$ cat src/rtl/memdec_pkg.sv
package memdec_pkg;
  localparam int REG_W = 32;

  typedef enum logic [2:0] {
    F_BASE_LO = 3'd0,
    F_BASE_HI = 3'd1,
    F_SIZE_LO = 3'd2,
    F_SIZE_HI = 3'd3,
    F_CTRL    = 3'd4,
    F_TGT_LO  = 3'd5,
    F_TGT_HI  = 3'd6,
    F_NONE    = 3'd7
  } fld_e;

  localparam int CTL_COMMIT    = 9;
  localparam int CTL_COMMITTED = 10;
  localparam int CTL_ERR       = 11;

  localparam logic [REG_W-1:0] CTRL_WMASK = 32'h0000_13FF;
  localparam logic [REG_W-1:0] LO_WMASK   = 32'hF000_0000;
  localparam logic [REG_W-1:0] GLB_WMASK  = 32'h0000_0003;

  function automatic logic [REG_W-1:0] merge_wr(logic [REG_W-1:0] old_v,
                                                 logic [REG_W-1:0] new_v,
                                                 logic [REG_W-1:0] mask);
    return (new_v & mask) | (old_v & ~mask);
  endfunction

  function automatic logic [3:0] count_code(int n);
    return (n == 1) ? 4'd0 : 4'(n / 2);
  endfunction

  function automatic logic [REG_W-1:0] cap_word(int n);
    return {21'd0, 1'b0, 1'b1, 1'b1, 4'd1, count_code(n)};
  endfunction

  function automatic logic [REG_W-1:0] gran_of(logic [3:0] code);
    return 32'd1 << (32'(code) + 32'd8);
  endfunction
endpackage

$ cat src/rtl/memdec_addr_dec.sv
module memdec_addr_dec
  import memdec_pkg::*;
#(
  parameter int NUM_DEC = 4,
  parameter int ADDR_W  = 8
) (
  input  logic [ADDR_W-1:0]  addr,
  output logic               sel_cap,
  output logic               sel_glb,
  output logic [NUM_DEC-1:0] dec_sel,
  output fld_e               fld
);
  localparam int WA       = ADDR_W - 2;
  localparam int BASE_W   = 4;
  localparam int STRIDE_L = 3;
  localparam int IDX_W    = WA - STRIDE_L;

  logic          aligned;
  logic [WA-1:0] off_w;
  logic          in_range;

  assign aligned  = (addr[1:0] == 2'b00);
  assign sel_cap  = (addr == '0);
  assign sel_glb  = (addr == ADDR_W'(4));
  assign off_w    = addr[ADDR_W-1:2] - WA'(BASE_W);
  assign in_range = aligned && (addr[ADDR_W-1:2] >= WA'(BASE_W)) &&
                    (int'(off_w[WA-1:STRIDE_L]) < NUM_DEC);
  assign fld      = in_range ? fld_e'(off_w[2:0]) : F_NONE;

  for (genvar g = 0; g < NUM_DEC; g++) begin : g_sel
    assign dec_sel[g] = in_range && (off_w[WA-1:STRIDE_L] == IDX_W'(g));
  end
endmodule

$ cat src/rtl/memdec_slot.sv
module memdec_slot
  import memdec_pkg::*;
(
  input  logic             clk,
  input  logic             rst,
  input  logic             wr_en,
  input  fld_e             fld,
  input  logic [REG_W-1:0] wdata,
  output logic [REG_W-1:0] rd_word,
  output logic [3:0]       ig_code
);
  logic [REG_W-1:0] base_lo_q, base_hi_q, size_lo_q, size_hi_q;
  logic [REG_W-1:0] ctrl_q, tgt_lo_q, tgt_hi_q;
  logic [REG_W-1:0] ctrl_nxt;
  logic             wr_ctrl, commit_req, uncommit_req;

  assign wr_ctrl      = wr_en && (fld == F_CTRL);
  assign commit_req   = wr_ctrl && wdata[CTL_COMMIT];
  assign uncommit_req = wr_ctrl && !wdata[CTL_COMMIT];

  always_comb begin
    ctrl_nxt                = merge_wr(ctrl_q, wdata, CTRL_WMASK);
    ctrl_nxt[CTL_COMMITTED] = commit_req;
    ctrl_nxt[CTL_ERR]       = 1'b0;
  end

  always_ff @(posedge clk) begin
    if (rst) begin
      base_lo_q <= '0; base_hi_q <= '0; size_lo_q <= '0; size_hi_q <= '0;
      ctrl_q    <= '0; tgt_lo_q  <= '0; tgt_hi_q  <= '0;
    end else if (wr_en) begin
      case (fld)
        F_BASE_LO: base_lo_q <= merge_wr(base_lo_q, wdata, LO_WMASK);
        F_BASE_HI: base_hi_q <= wdata;
        F_SIZE_LO: size_lo_q <= merge_wr(size_lo_q, wdata, LO_WMASK);
        F_SIZE_HI: size_hi_q <= wdata;
        F_CTRL:    ctrl_q    <= ctrl_nxt;
        F_TGT_LO:  tgt_lo_q  <= wdata;
        F_TGT_HI:  tgt_hi_q  <= wdata;
        default:   ;
      endcase
    end
  end

  always_comb begin
    case (fld)
      F_BASE_LO: rd_word = base_lo_q;
      F_BASE_HI: rd_word = base_hi_q;
      F_SIZE_LO: rd_word = size_lo_q;
      F_SIZE_HI: rd_word = size_hi_q;
      F_CTRL:    rd_word = ctrl_q;
      F_TGT_LO:  rd_word = tgt_lo_q;
      F_TGT_HI:  rd_word = tgt_hi_q;
      default:   rd_word = '0;
    endcase
  end

  assign ig_code = ctrl_q[3:0];

  AST_COMMIT_SETS: assert property (@(posedge clk) disable iff (rst)
    commit_req |=> (ctrl_q[CTL_COMMITTED] && !ctrl_q[CTL_ERR]));
  AST_UNCOMMIT_CLEARS: assert property (@(posedge clk) disable iff (rst)
    uncommit_req |=> (!ctrl_q[CTL_COMMITTED] && !ctrl_q[CTL_ERR]));
  AST_COMMITTED_HOLD: assert property (@(posedge clk) disable iff (rst)
    !wr_ctrl |=> $stable(ctrl_q[CTL_COMMITTED]));
  AST_BASE_LO_TOP: assert property (@(posedge clk) disable iff (rst)
    (wr_en && fld == F_BASE_LO) |=> (base_lo_q[31:28] == $past(wdata[31:28])));
endmodule

$ cat src/rtl/memdec_regbank.sv
module memdec_regbank
  import memdec_pkg::*;
#(
  parameter int NUM_DEC = 4,
  parameter int ADDR_W  = 8,
  localparam int SEL_W  = (NUM_DEC > 1) ? $clog2(NUM_DEC) : 1
) (
  input  logic              clk,
  input  logic              rst,
  input  logic [ADDR_W-1:0] reg_addr,
  input  logic              reg_wr_en,
  input  logic              reg_wide,
  input  logic [31:0]       reg_wdata,
  output logic [31:0]       reg_rdata,
  input  logic [SEL_W-1:0]  gran_sel,
  output logic [31:0]       gran_bytes
);
  localparam logic [REG_W-1:0] CAP_VAL = cap_word(NUM_DEC);

  logic               sel_cap, sel_glb, wr_ok;
  logic [NUM_DEC-1:0] dec_sel;
  fld_e               fld;
  logic [1:0]         glb_q;
  logic [REG_W-1:0]   slot_rd [NUM_DEC];
  logic [3:0]         slot_ig [NUM_DEC];

  memdec_addr_dec #(.NUM_DEC(NUM_DEC), .ADDR_W(ADDR_W)) u_dec (
    .addr(reg_addr), .sel_cap(sel_cap), .sel_glb(sel_glb),
    .dec_sel(dec_sel), .fld(fld)
  );

  assign wr_ok = reg_wr_en && !reg_wide;

  for (genvar g = 0; g < NUM_DEC; g++) begin : g_slot
    memdec_slot u_slot (
      .clk(clk), .rst(rst), .wr_en(wr_ok && dec_sel[g]), .fld(fld),
      .wdata(reg_wdata), .rd_word(slot_rd[g]), .ig_code(slot_ig[g])
    );
  end

  always_ff @(posedge clk) begin
    if (rst)                  glb_q <= '0;
    else if (wr_ok && sel_glb) glb_q <= reg_wdata[1:0];
  end

  always_comb begin
    reg_rdata = '0;
    if (!reg_wide) begin
      if (sel_cap) reg_rdata = CAP_VAL;
      if (sel_glb) reg_rdata = merge_wr('0, {30'd0, glb_q}, GLB_WMASK);
      for (int i = 0; i < NUM_DEC; i++)
        if (dec_sel[i]) reg_rdata = slot_rd[i];
    end
  end

  assign gran_bytes = gran_of(slot_ig[gran_sel]);

  AST_WIDE_READS_ZERO: assert property (@(posedge clk) disable iff (rst)
    reg_wide |-> (reg_rdata == '0));
  AST_GLB_MASKED: assert property (@(posedge clk) disable iff (rst)
    (wr_ok && sel_glb) |=> (glb_q == $past(reg_wdata[1:0])));
  AST_GRAN_ONE_BIT: assert property (@(posedge clk) disable iff (rst)
    $countones(gran_bytes) == 1);
  AST_SEL_EXCLUSIVE: assert property (@(posedge clk) disable iff (rst)
    $onehot0({sel_cap, sel_glb, dec_sel}));
endmodule

$ cat config.mk
export PLATFORM = sky130hd
export DESIGN_NAME = memdec_regbank
export DESIGN_NICKNAME = d
export VERILOG_FILES = /design/src/rtl/memdec_pkg.sv /design/src/rtl/memdec_addr_dec.sv /design/src/rtl/memdec_slot.sv /design/src/rtl/memdec_regbank.sv
export SDC_FILE = /design/constraint.sdc
export NUM_CORES = 1
export LEC_CHECK = 0
export BUFFER_PORTS_ARGS = -buffer_cell sky130_fd_sc_hd__buf_2
export CORE_ASPECT_RATIO = 1.5
export CORE_MARGIN = 10
export CORE_UTILIZATION = 32
export CTS_BUF_LIST = sky130_fd_sc_hd__clkbuf_8
export DETAILED_ROUTE_END_ITERATION = 6
export HOLD_SLACK_MARGIN = 0.12
export PLACE_DENSITY = 0.47
export SLEW_MARGIN = 20
export SYNTH_ARGS = -nofsm -noshare
export SYNTH_HDL_FRONTEND = slang
export SYNTH_HIERARCHICAL = 1
export SYNTH_SLANG_ARGS = --single-unit
$ cat constraint.sdc
create_clock -name clk -period 7.8 [get_ports clk]
set_input_delay 0.78 -clock clk [delete_from_list [all_inputs] [get_ports clk]]
set_output_delay 0.78 -clock clk [all_outputs]
set_load 0.02 [all_outputs]
==> out/qor_table.md, run 1 <==
| Metric | This run | Unit |
| --- | --- | --- |
| Result of the run | finished clean | - |
| Power share of the sequential group | 48.2 | % |
| Crit path DAT | 5.09 | ns |
| Endpoint kind of the worst setup timing path | output port | - |
| XOR/XNOR share of the synthesized area | 0.06370 | % |
| Number of synthesized register bits | 594 | - |
| CTS buffer count | 102 | - |
| Area fraction in and, or, nand and nor cells after synthesis | 23.77 | % |
| Period minus WS final | 5.867 | ns |
| Cell at the root of the clock tree | sky130_fd_sc_hd__clkbuf_8 | - |
| First-pass GRT wire length | 153600 | µm |
| Number of cells traversed by the worst register-to-register path | 2 | - |
| Number of clock sinks seen by CTS | 594 | - |
| CP delay by family, top | simple AND/OR/NAND/NOR gates | - |
| H-tree lvl count | 3 | - |
| Detailed router's first-iteration violation count | 1767 | - |
| DRT antenna net count | 0 | - |
| Busiest layer in global routing | met2 | - |
| Post CTS Setup Buffer Count | 0 | - |
| Share of the yosys chip area belonging to registers | 43.24 | % |
| Post-synth top flop | sky130_fd_sc_hd__dfxtp_1 | - |
| Initial antenna violation count | 2 | - |
| Number of nets in the finished design | 3542 | - |
| DR vias/cell | 5.226 | - |
| Count of mapped cells out of synthesis | 3573 | - |
| Setup-violating endpoint count in the final report | 0 | - |
| Crit path cell chain | buf_2 -> inv_1 -> ha_1 -> or3b_1 -> a311o_1 -> or3_4 -> buf_12 -> nor2b_2 -> a22o_1 -> a221o_1 -> nand2_1 -> a211oi_1 -> buf_2 | - |
| Worst hold margin | 0.4231 | ns |
| Met1 usage | 23.97 | % |
| Critical path launch point type | primary input | - |
| Global route total overflow | 0 | - |
| Fraction of the mapped netlist area in adder cells | 0.1365 | % |
| RSZ-0062 raised after global routing | false | - |
| Die extent in x | 259.4 | µm |
| Overall routing resource usage | 20.05 | % |
| Warnings, synthesis | 6 | - |
| Setup TNS | 0 | ns |
| Placed wire-length estimate | 64660 | µm |
| Critical Path Max Stage Delay | 0.89 | ns |
| Average footprint of a synthesized cell | 7.697 | µm² |
| Transition at the pin with the smallest max-transition slack | 1.083 | ns |
| Syn Std Cell Area | 27500 | µm² |
| Drt total wl | 101700 | µm |
| Top Ports | 110 | - |
| Internal power consumption | 4.710 | mW |
| Area of all placed cells without fillers | 30480 | µm² |
| Leakage power | 10.53 | nW |
| Skew-Pair Late Insertion Delay | 0.72 | ns |
| Critical path class | primary input to output port | - |
| Path category of the worst min-delay check | primary input to flop | - |
| Destination of the worst hold path | glb_q[1] | - |
| Startpoint of the tightest hold check path | reg_wr_en | - |
| Final number of hold-violating endpoints | 0 | - |
| Router iterations before antenna repair | 5 | - |
| Switching pwr | 1.584 | mW |
| Max_cap viols | 0 | - |
| Combinational power share | 4.6 | % |
| Highest fanout seen on the critical path | 57 | - |
| M2 GR Usage | 36.02 | % |
| Async set-reset flop share out of synthesis | 0 | % |
| Fill cell instance count of the final layout | 9108 | - |
| Combinational family with the most area after synthesis | simple AND/OR/NAND/NOR gates | - |
| Syn-to-layout area delta | 10.82 | % |
| Placed cell areas | 28330 | µm² |
| Largest net degree at the start of global routing | 140 | - |
| Initial Util | 32.27 | % |
| Net Sw Frac | 25.17 | % |
| Peak VDD IR | 0.1348 | mV |
| EDFF count, synth | 0 | - |
| Number of unique standard cell types used by synthesis | 49 | - |
| Total via count in the routed design | 24580 | - |
| Required time worst endpoint | 7.02 | ns |
| Cells on Worst Hold Path | 4 | - |
| Vias in the first global route | 23900 | - |
| Number of I/O port buffers | 93 | - |
| Standard-cell rows | 131 | - |
| Proportion of synthesized area in mux cells | 6.988 | % |
| GR met3 Demand/Resource | 2.539 | % |
| Die boundary height | 379.0 | µm |
| Worst reg2reg endpoint | g_slot[3].u_slot/ctrl_q[2] | - |
| Reg-to-reg slack, setup | 7.04 | ns |
| Floorplan Core Area | 85230 | µm² |
| Clock slew at reported path FFs | 0.06 | ns |
| Hold Buf Count CTS | 0 | - |
| Compound-gate portion of the synthesized area | 18.81 | % |
| CTS tree | done | - |
| Share of post-route cells with drive strength above 1 | 9.518 | % |
| Longest Clk Path Bufs | 3 | - |
| DIE AREA | 98300 | µm² |
| Final RePlAce weighted congestion | 0.8406 | - |
| Share of power burned in the clock network | 47.2 | % |
| Bufs and invs on worst path | 4 | - |
| CP most frequent cell | sky130_fd_sc_hd__buf_2 | - |
| Share of the clock period used by the worst path | 75.22 | % |
| Maximum achievable frequency | 170.4 | MHz |
| Cells resized by post-CTS repair | 0 | - |
| Max-slew violation count | 0 | - |
| RR Startpoint | g_slot[3].u_slot/ctrl_q[2] | - |
| DRC violations left | 0 | - |
| Average routed wire per standard cell | 21.62 | µm |
| Largest clock skew in the final design | 0 | ns |
| Power per Cell Area | 206.5 | nW/µm² |
| Max stage delay cell, worst path | sky130_fd_sc_hd__nor2b_2 | - |
| Slew margin rel. | 27.66 | % |
[cells in the mapped netlist (all sizes together), types with 5 or more instances]
cell / number / share of area, %
a21oi: 635 / 12
a221o: 72 / 2.6
a221oi: 13 / 0.41
a22o: 47 / 1.5
a2bb2oi: 12 / 0.38
a311o: 5 / 0.18
and4b: 12 / 0.44
buf: 165 / 3.9
clkbuf: 190 / 2.6
dfxtp: 594 / 43
inv: 35 / 0.48
mux2: 16 / 0.66
mux2i: 165 / 6.0
nand2: 1221 / 17
nand2b: 12 / 0.27
nand3: 66 / 1.2
nand3b: 31 / 0.85
nand4b: 12 / 0.38
nand4bb: 8 / 0.33
nor2: 98 / 1.3
nor2b: 14 / 0.32
nor3b: 12 / 0.33
nor4: 5 / 0.11
nor4b: 6 / 0.41
nor4bb: 8 / 0.29
o211ai: 64 / 1.7
or2: 6 / 0.14
[flip-flops by register name, indices dropped and copies added (netlist names)]
register                 cells
g_slot.u_slot/base_hi_q    128
g_slot.u_slot/base_lo_q     16
g_slot.u_slot/ctrl_q        48
g_slot.u_slot/size_hi_q    128
g_slot.u_slot/size_lo_q     16
g_slot.u_slot/tgt_hi_q     128
g_slot.u_slot/tgt_lo_q     128
glb_q                        2
[metrics by stage]
step	power (mW)	utilization, %	worst slack [ns]	cells
6_report	6.294	35.76	1.933	4704
2_1_floorplan	3.251	-	2.891	3588
3_3_place_gp	3.392	33.22	2.040	4519
4_1_cts	6.374	35.73	1.973	4702
5_1_grt	6.518	35.75	1.808	4703
3_5_place_dp	3.391	33.24	1.967	4519
[how the worst max path moves through the flow]
stage           startpoint       endpoint  slack, ns  depth (start not counted)
3_5_place_dp   reg_addr[5]  reg_rdata[14]       1.97                         14
6_report       reg_addr[5]   reg_rdata[4]       1.93                         13
5_1_grt        reg_addr[5]   reg_rdata[8]       1.81                         13
3_3_place_gp   reg_addr[5]  reg_rdata[14]       2.04                         14
2_1_floorplan  reg_addr[5]   reg_rdata[1]       2.89                         12
4_1_cts        reg_addr[5]  reg_rdata[14]       1.97                         14
[final cells by class]
type | instances | area [µm²] | share of cell area, %
sequential | 594 | 11890 | 39.02
clock inverter | 53 | 336.6 | 1.104
tap | 1130 | 1414 | 4.639
antenna | 2 | 5.005 | 0.01642
clock buffer | 130 | 1789 | 5.871
multi-input combinational | 2604 | 13910 | 45.64
timing repair buffer | 156 | 998.5 | 3.276
inverter | 35 | 131.4 | 0.4311
[layer usage]
metal,routed length (µm),up-vias
met1,42300,11910
met3,3980,139
li1,-,11930
met4,3232,0
met2,52210,613
met5,0,-
[worst reg2reg max path: cells and delay by family, from the launching register on]
family | cells | cell delay [ns]
flops | 1 | 0.46
simple gates | 1 | 0.08
compound gates | 1 | 0.15
[cells in the final DEF (no fill, tap or decap), drive strengths merged, types with 5 or more instances in the layout]
cell / count
nor4: 5
nand2b: 12
nor4b: 6
nor2b: 14
conb: 16
mux2i: 165
nand4b: 12
nand3: 66
a311o: 5
dfxtp: 594
or2: 6
nand3b: 31
inv: 68
a221oi: 13
clkinv: 13
mux2: 16
clkbuf: 130
a22o: 47
nand2: 1221
buf: 156
a2bb2oi: 12
o211ai: 64
nor2: 98
nand4bb: 8
a21oi: 635
nor4bb: 8
and4b: 12
a221o: 72
nor3b: 12
[power groups by stage]
stage | Combinational, mW | Sequential [mW] | Clock, mW
floorplan | 0.149 | 3.10 | 0
global placement | 0.291 | 3.10 | 0
detailed placement | 0.289 | 3.10 | 0
CTS | 0.289 | 3.03 | 3.05
global route | 0.303 | 3.03 | 3.18
finish | 0.290 | 3.04 | 2.97
[cells by family after synthesis]
group / Yosys count
adders and majority gates: 3
AOI/OAI and AO/OA: 864
buffers and inverters: 390
other: 1
and+or+nand+nor: 1534
muxes: 185
DFF: 594
xor gates and xnor gates: 2
(Power assumes the default switching activity.)
==> run 2: changes to the inputs <==
ABC_AREA = 1   (was not set)
PLACE_DENSITY = 0.48   (was 0.47)
clock period = 5.1 ns   (was 7.8 ns; I/O delays follow)
==> out/qor_table.md, run 2 <==
| Metric | This run | Unit | Change |
| --- | --- | --- | --- |
| Path category of the worst min-delay check | primary input to flop | - | unchanged |
| Largest clock skew in the final design | 0 | ns | unchanged |
| Overall routing resource usage | 20.51 | % | was 20.05% |
| Average routed wire per standard cell | 18.48 | µm | was 21.62 µm |
| Share of the clock period used by the worst path | 87.06 | % |  |
| Number of I/O port buffers | 93 | - | unchanged |
| Drt total wl | 119000 | µm | was 101700 µm |
| Commonest non-fill, non-tap cells in the layout | 1425 x sky130_fd_sc_hd__nand2_1, 1169 x sky130_fd_sc_hd__nor2_1, 594 x sky130_fd_sc_hd__dfxtp_1 | - | was 1221 x sky130_fd_sc_hd__nand2_1, 635 x sky130_fd_sc_hd__a21oi_1, 594 x sky130_fd_sc_hd__dfxtp_1 |
| Vias in the first global route | 29440 | - | was 23900 |
| Count of mapped cells out of synthesis | 5167 | - | was 3573 |
| Global route total overflow | 0 | - | unchanged |
| Bufs and invs on worst path | 8 | - | was 4 |
| Leakage power | 17.45 | nW | was 10.53 nW |
| Critical path launch point type | primary input | - | unchanged |
| Crit path cell chain | buf_2 -> inv_1 -> ha_1 -> inv_1 -> nor3_1 -> nand2_1 -> nand4_1 -> buf_12 -> buf_4 -> inv_4 -> nor2_4 -> buf_4 -> nand3_1 -> nand4_1 -> nand3_1 -> nand2_1 -> o21ai_1 -> a21oi_1 -> buf_2 | - | was buf_2 -> inv_1 -> ha_1 -> or3b_1 -> a311o_1 -> or3_4 -> buf_12 -> nor2b_2 -> a22o_1 -> a221o_1 -> nand2_1 -> a211oi_1 -> buf_2 |
| Final RePlAce weighted congestion | 0.8515 | - | was 0.8406 |
| Maximum achievable frequency | 225.2 | MHz |  |
| DRT antenna net count | 0 | - | unchanged |
| Critical path class | primary input to output port | - | unchanged |
| Share of the yosys chip area belonging to registers | 37.41 | % | was 43.24% |
| Slew margin rel. | 22.44 | % | was 27.66% |
| CP delay by family, top | buffers and inverters | - | was simple AND/OR/NAND/NOR gates |
| Top metal layer carrying routed signals | met5 | - | was met4 |
| Share of Yosys cell area claimed by the top area cell type | 37.41 | % | was 43.24% |
| Die extent in x | 277.3 | µm | was 259.4 µm |
| Top Ports | 110 | - | unchanged |
| Post-Route M1 WL | 50130 | µm | was 42300 µm |
| Syn Std Cell Area | 31790 | µm² | was 27500 µm² |
| Routed wire length on met3 | 5498 | µm | was 3980 µm |
| Max stage delay cell, worst path | sky130_fd_sc_hd__buf_4 | - | was sky130_fd_sc_hd__nor2b_2 |
| Average footprint of a synthesized cell | 6.152 | µm² | was 7.697 µm² |
| Post-synth top flop | sky130_fd_sc_hd__dfxtp_1 | - | unchanged |
| Area of all placed cells without fillers | 34830 | µm² | was 30480 µm² |
| Reg-to-reg slack, setup | 4.28 | ns | was 7.04 ns |
| RSZ-0062 raised after global routing | false | - | unchanged |
| DRC violations left | 1 | - | was 0 |
| Post-Place Setup Slack | 0.7091 | ns | was 1.967 ns |
| Top-count cell post-synth | sky130_fd_sc_hd__nand2_1 | - | unchanged |
| Router iterations before antenna repair | 7 | - | was 5 |
| Cells resized by post-CTS repair | 0 | - | unchanged |
| Warnings, synthesis | 6 | - | unchanged |
| Main area contributors after synthesis | sky130_fd_sc_hd__dfxtp_1 37%, sky130_fd_sc_hd__nand2_1 17%, sky130_fd_sc_hd__nor2_1 14%, sky130_fd_sc_hd__nand4_1 9.0%, sky130_fd_sc_hd__inv_1 6.5% | - | was sky130_fd_sc_hd__dfxtp_1 43%, sky130_fd_sc_hd__nand2_1 17%, sky130_fd_sc_hd__a21oi_1 12%, sky130_fd_sc_hd__mux2i_1 6.0%, sky130_fd_sc_hd__a221o_1 2.6% |
| CTS buffer count | 98 | - | was 102 |
| Highest fanout seen on the critical path | 26 | - | was 57 |
| Placed wire-length estimate | 75560 | µm | was 64660 µm |
| Register cell area after layout | 11890 | µm² | unchanged |
| Floorplan Core Area | 98620 | µm² | was 85230 µm² |
| Crit path DAT | 3.93 | ns | was 5.09 ns |
| H-tree lvl count | 3 | - | unchanged |
| Critical Path Max Stage Delay | 0.36 | ns | was 0.89 ns |
| Skew-Pair Late Insertion Delay | 0.75 | ns | was 0.72 ns |
| Share of post-route cells with drive strength above 1 | 8.393 | % | was 9.518% |
| Max-slew violation count | 0 | - | unchanged |
| Async set-reset flop share out of synthesis | 0 | % | unchanged |
| Number of synthesized register bits | 594 | - | unchanged |
| Result of the run | finished with violations | - | was finished clean |
| Fill cell instance count of the final layout | 10830 | - | was 9108 |
| First-pass GRT wire length | 181600 | µm | was 153600 µm |
| Die boundary height | 406.0 | µm | was 379.0 µm |
| Peak VDD IR | 0.1957 | mV | was 0.1348 mV |
| Setup-violating endpoint count in the final report | 0 | - | unchanged |
| Period minus WS final | 4.440 | ns |  |
| Cell at the root of the clock tree | sky130_fd_sc_hd__clkbuf_8 | - | unchanged |
| Syn-to-layout area delta | 9.561 | % | was 10.82% |
| Longest Clk Path Bufs | 3 | - | unchanged |
| Min setup slack post-route | 0.6602 | ns | was 1.933 ns |
| Top cells by count, synth | 1425 x sky130_fd_sc_hd__nand2_1, 1176 x sky130_fd_sc_hd__nor2_1, 594 x sky130_fd_sc_hd__dfxtp_1 | - | was 1221 x sky130_fd_sc_hd__nand2_1, 635 x sky130_fd_sc_hd__a21oi_1, 594 x sky130_fd_sc_hd__dfxtp_1 |
| Number of unique standard cell types used by synthesis | 32 | - | was 49 |
| DR vias/cell | 4.863 | - | was 5.226 |
| Leading area contributor after synthesis | sky130_fd_sc_hd__dfxtp_1 | - | unchanged |
| Total via count in the routed design | 31300 | - | was 24580 |
| Endpoint kind of the worst setup timing path | output port | - | unchanged |
| Largest net degree at the start of global routing | 134 | - | was 140 |
| Detailed router's first-iteration violation count | 2385 | - | was 1767 |
| Final number of hold-violating endpoints | 0 | - | unchanged |
| Placed cell areas | 32900 | µm² | was 28330 µm² |
| Initial Util | 32.23 | % | was 32.27% |
| Clock slew at reported path FFs | 0.06 | ns | about the same |
| Required time worst endpoint | 4.59 | ns | was 7.02 ns |
| CTS tree | done | - | unchanged |
| Area of the multi-input gates | 15810 | µm² | was 13910 µm² |
| Initial antenna violation count | 4 | - | was 2 |
| Standard-cell rows | 141 | - | was 131 |
| DIE AREA | 112600 | µm² | was 98300 µm² |
| EDFF count, synth | 0 | - | unchanged |
| Commonest non-fill, non-tap cell in the layout | sky130_fd_sc_hd__nand2_1 | - | unchanged |
| Total length of routed met2 wires | 58390 | µm | was 52210 µm |
| Transition at the pin with the smallest max-transition slack | 1.163 | ns | was 1.083 ns |
| Number of clock sinks seen by CTS | 594 | - | unchanged |
| Power per Cell Area | 273.6 | nW/µm² | was 206.5 nW/µm² |
| Number of nets in the finished design | 5128 | - | was 3542 |
| Setup TNS | 0 | ns | unchanged |
| Violations in the final reports | design-rule violations | - |  |
| Max_cap viols | 0 | - | unchanged |
run 2: logic make-up (layout without fill, tap and decap cells):
| kind of cell | count (synthesis) | in the layout | share of synthesized area [%] |
|---|---|---|---|
| and+or+nand+nor | 3400 | 3400 | 46.28 |
| buffers and inverters | 979 | 944 | 13.18 |
| other | 1 | 19 | 0.01180 |
| xor gates and xnor gates | 1 | 1 | 0.02756 |
| AOI/OAI and AO/OA | 189 | 189 | 2.976 |
| adders and majority gates | 3 | 3 | 0.1181 |
| DFF | 594 | 594 | 37.41 |
run 2: area by class of cell:
type                       instances  share of cell area, %
multi-input combinational       3609                  45.38
sequential                       594                  34.14
inverter                         585                  6.420
clock buffer                     118                  4.663
tap                             1287                  4.624
timing repair buffer             191                  3.923
clock inverter                    50                 0.8227
antenna                            3                0.02156
run 2: timing repair:
item                                   CTS  global route
setup buffers                            0             0
endpoints found under the hold margin    1             0
hold buffers                             1             0
run 2: metrics by stage:
step,hold slack (ns),power (mW),util [%],std cells
after floorplan,0.4344,5.062,-,5182
after global placement,0.4479,5.354,33.36,6265
after detailed placement,0.4530,5.354,33.36,6265
after CTS,0.1216,9.683,35.31,6434
after global routing,0.2080,9.885,35.31,6435
final,0.2167,9.528,35.32,6437
run 2: worst paths after layout:
check | startpoint | to | depth (start not counted)
max | reg_addr[4] | reg_rdata[14] | 19
min | reg_wr_en | glb_q[0] | 5
max reg2reg | g_slot[0].u_slot/ctrl_q[1] | g_slot[0].u_slot/ctrl_q[1] | 4
min reg2reg | g_slot[0].u_slot/ctrl_q[8] | g_slot[0].u_slot/ctrl_q[8] | 2
run 2: tightest hold or removal path: cells and delay by family:
kind / cells / cell delay, ns
AND/OR/NAND/NOR: 2 / 0.22
buffers and inverters: 2 / 0.13
AO/OA/AOI/OAI: 1 / 0.06
run 2: layer usage:
layer	GRT usage, %	vias to the layer above
met2	36.18	786
met3	2.509	204
met1	24.48	14400
met4	9.514	4
li1	-	15910
met5	0	-
run 2: power breakdown:
part | leakage, nW | switching (mW) | internal (mW)
logic | 11.6 | 0.505 | 0.101
clock network | 1.09 | 2.09 | 2.19
registers | 4.78 | 0.00112 | 4.64
total | 17.5 | 2.60 | 6.93
==> run 3: changes to the inputs <==
REMOVE_ABC_BUFFERS = 1   (was not set)
==> out/qor_table.md, run 3 (synthesized netlist as in run 2, its figures left out) <==
| Metric | This run | Unit | Change |
| --- | --- | --- | --- |
| Overall routing resource usage | 19.90 | % | was 20.51% |
| Vias in the first global route | 29250 | - | was 29440 |
| H-tree lvl count | 3 | - | unchanged |
| Global route total overflow | 0 | - | unchanged |
| Top Ports | 110 | - | unchanged |
| Share of post-route cells with drive strength above 1 | 8.736 | % | was 8.393% |
| Number of I/O port buffers | 93 | - | unchanged |
| Endpoint kind of the worst setup timing path | output port | - | unchanged |
| Critical path class | primary input to output port | - | unchanged |
| Die boundary height | 406.0 | µm | unchanged |
| Router iterations before antenna repair | 7 | - | unchanged |
| Average routed wire per standard cell | 17.86 | µm | was 18.48 µm |
| Final number of hold-violating endpoints | 0 | - | unchanged |
| Violations in the final reports | design-rule violations | - | unchanged |
| Max stage delay cell, worst path | sky130_fd_sc_hd__dlygate4sd3_1 | - | was sky130_fd_sc_hd__buf_4 |
| Critical path launch point type | primary input | - | unchanged |
| Period minus WS final | 4.769 | ns | was 4.440 ns |
| Area of all placed cells without fillers | 35260 | µm² | was 34830 µm² |
| Largest clock skew in the final design | 0 | ns | unchanged |
| Skew-Pair Late Insertion Delay | 0.78 | ns | was 0.75 ns |
| RSZ-0062 raised after global routing | false | - | unchanged |
| Longest Clk Path Bufs | 3 | - | unchanged |
| Initial Util | 32.23 | % | unchanged |
| Syn-to-layout area delta | 10.92 | % | was 9.561% |
| Fill cell instance count of the final layout | 10720 | - | was 10830 |
| Slew margin rel. | 27.32 | % | was 22.44% |
| Largest net degree at the start of global routing | 134 | - | unchanged |
| Path category of the worst min-delay check | primary input to flop | - | unchanged |
| Busiest layer in global routing | met2 | - | unchanged |
| Share of the clock period used by the worst path | 93.50 | % | was 87.06% |
| DRT antenna net count | 0 | - | unchanged |
| Die extent in x | 277.3 | µm | unchanged |
| DR vias/cell | 4.823 | - | was 4.863 |
| M2 GR Usage | 35.29 | % | was 36.18% |
| Max_cap viols | 0 | - | unchanged |
| Total via count in the routed design | 31160 | - | was 31300 |
| Required time worst endpoint | 4.59 | ns | about the same |
| Peak VDD IR | 0.1753 | mV | was 0.1957 mV |
| Min setup slack post-route | 0.3314 | ns | was 0.6602 ns |
| First-pass GRT wire length | 178300 | µm | was 181600 µm |
| Post-Place Setup Slack | 0.6416 | ns | was 0.7091 ns |
| Crit path DAT | 4.26 | ns | was 3.93 ns |
| Critical Path Max Stage Delay | 0.54 | ns | was 0.36 ns |
| CTS tree | done | - | unchanged |
| Clock slew at reported path FFs | 0.06 | ns | about the same |
| Number of nets in the finished design | 5134 | - | was 5128 |
| Crit path cell chain | dlygate4sd3_1 -> buf_2 -> inv_1 -> nand3_1 -> nand2_1 -> nand4_1 -> buf_12 -> nor2_2 -> buf_4 -> nand3_1 -> nand2_1 -> nor2_1 -> nand2_1 -> nand3_1 -> nand2_1 -> o21ai_0 -> a21oi_1 -> buf_2 | - | was buf_2 -> inv_1 -> ha_1 -> inv_1 -> nor3_1 -> nand2_1 -> nand4_1 -> buf_12 -> buf_4 -> inv_4 -> nor2_4 -> buf_4 -> nand3_1 -> nand4_1 -> nand3_1 -> nand2_1 -> o21ai_1 -> a21oi_1 -> buf_2 |
| DIE AREA | 112600 | µm² | unchanged |
| Highest fanout seen on the critical path | 53 | - | was 26 |
| Number of clock sinks seen by CTS | 594 | - | unchanged |
| Max-slew violation count | 0 | - | unchanged |
| Final RePlAce weighted congestion | 0.8139 | - | was 0.8515 |
| Detailed router's first-iteration violation count | 2117 | - | was 2385 |
| Commonest non-fill, non-tap cells in the layout | 1425 x sky130_fd_sc_hd__nand2_1, 1169 x sky130_fd_sc_hd__nor2_1, 594 x sky130_fd_sc_hd__dfxtp_1 | - | unchanged |
| Maximum achievable frequency | 209.7 | MHz | was 225.2 MHz |
| Floorplan Core Area | 98620 | µm² | unchanged |
| Commonest non-fill, non-tap cell in the layout | sky130_fd_sc_hd__nand2_1 | - | unchanged |
| Worst hold margin | 0.1842 | ns | was 0.2167 ns |
| Setup-violating endpoint count in the final report | 0 | - | unchanged |
| CP most frequent cell | sky130_fd_sc_hd__nand2_1 | - |  |
| DRC violations left | 1 | - | unchanged |
| Cells resized by post-CTS repair | 0 | - | unchanged |
| Placed cell areas | 32890 | µm² | was 32900 µm² |
| CTS buffer count | 103 | - | was 98 |
| Post CTS Setup Buffer Count | 0 | - | unchanged |
| Reg-to-reg slack, setup | 4.26 | ns | was 4.28 ns |
| Standard-cell rows | 141 | - | unchanged |
| Drt total wl | 115400 | µm | was 119000 µm |
| Hold Buf Count CTS | 7 | - | was 1 |
| GR met3 Demand/Resource | 2.572 | % | was 2.509% |
| Cell at the root of the clock tree | sky130_fd_sc_hd__clkbuf_8 | - | unchanged |
| Initial antenna violation count | 2 | - | was 4 |
| Transition at the pin with the smallest max-transition slack | 1.090 | ns | was 1.163 ns |
| Leakage power | 17.67 | nW | was 17.45 nW |
| Met1 usage | 23.90 | % | was 24.48% |
| Power per Cell Area | 284.4 | nW/µm² | was 273.6 nW/µm² |
| Power, Total | 10.03 | mW | was 9.528 mW |
| Placed wire-length estimate | 70830 | µm | was 75560 µm |
| Result of the run | finished with violations | - | unchanged |
[run 3: through the flow]
step / TNS [ns] / cells / utilization [%]
6_report: 0 / 6462 / 35.75
3_5_place_dp: 0 / 6259 / 33.35
4_1_cts: 0 / 6460 / 35.73
3_3_place_gp: 0 / 6259 / 33.34
5_1_grt: 0 / 6462 / 35.75
2_1_floorplan: -5704.35 / 4788 / -
[run 3: worst max-delay path: cells and delay by family]
kind / cells / cell delay (ns)
buffers and inverters: 6 / 1.58
AND/OR/NAND/NOR: 10 / 1.45
AO/OA/AOI/OAI: 2 / 0.65
[run 3: layout make-up]
cell class | count | area [µm²] | share of cell area, %
inverter | 585 | 2241 | 6.355
antenna | 1 | 2.502 | 0.007097
timing repair buffer | 192 | 1426 | 4.045
clock buffer | 145 | 1996 | 5.660
sequential | 594 | 11890 | 33.72
multi-input combinational | 3609 | 15810 | 44.84
clock inverter | 49 | 281.5 | 0.7984
tap | 1287 | 1610 | 4.567
[run 3: power by group]
| group | internal [mW] | total (mW) | switching (mW) |
|---|---|---|---|
| clock network | 2.59 | 4.79 | 2.20 |
| registers | 4.64 | 4.64 | 0.00111 |
| logic | 0.102 | 0.591 | 0.489 |
[run 3: worst paths after layout]
path / depth (start not counted) / startpoint / endpoint
setup / recovery: 18 / reg_addr[3] / reg_rdata[10]
hold reg to reg: 2 / g_slot[3].u_slot/ctrl_q[8] / g_slot[3].u_slot/ctrl_q[8]
setup reg to reg: 4 / g_slot[0].u_slot/ctrl_q[1] / g_slot[0].u_slot/ctrl_q[1]
hold / removal: 3 / reg_wdata[24] / g_slot[2].u_slot/size_hi_q[24]
[run 3: metal layers]
metal | part of all wire [%] | vias up | wire, µm
met5 | 0 | - | 0
met4 | 3.3 | 0 | 3864
met2 | 50 | 737 | 57270
li1 | - | 15910 | -
met3 | 4.4 | 166 | 5021
met1 | 43 | 14350 | 49230
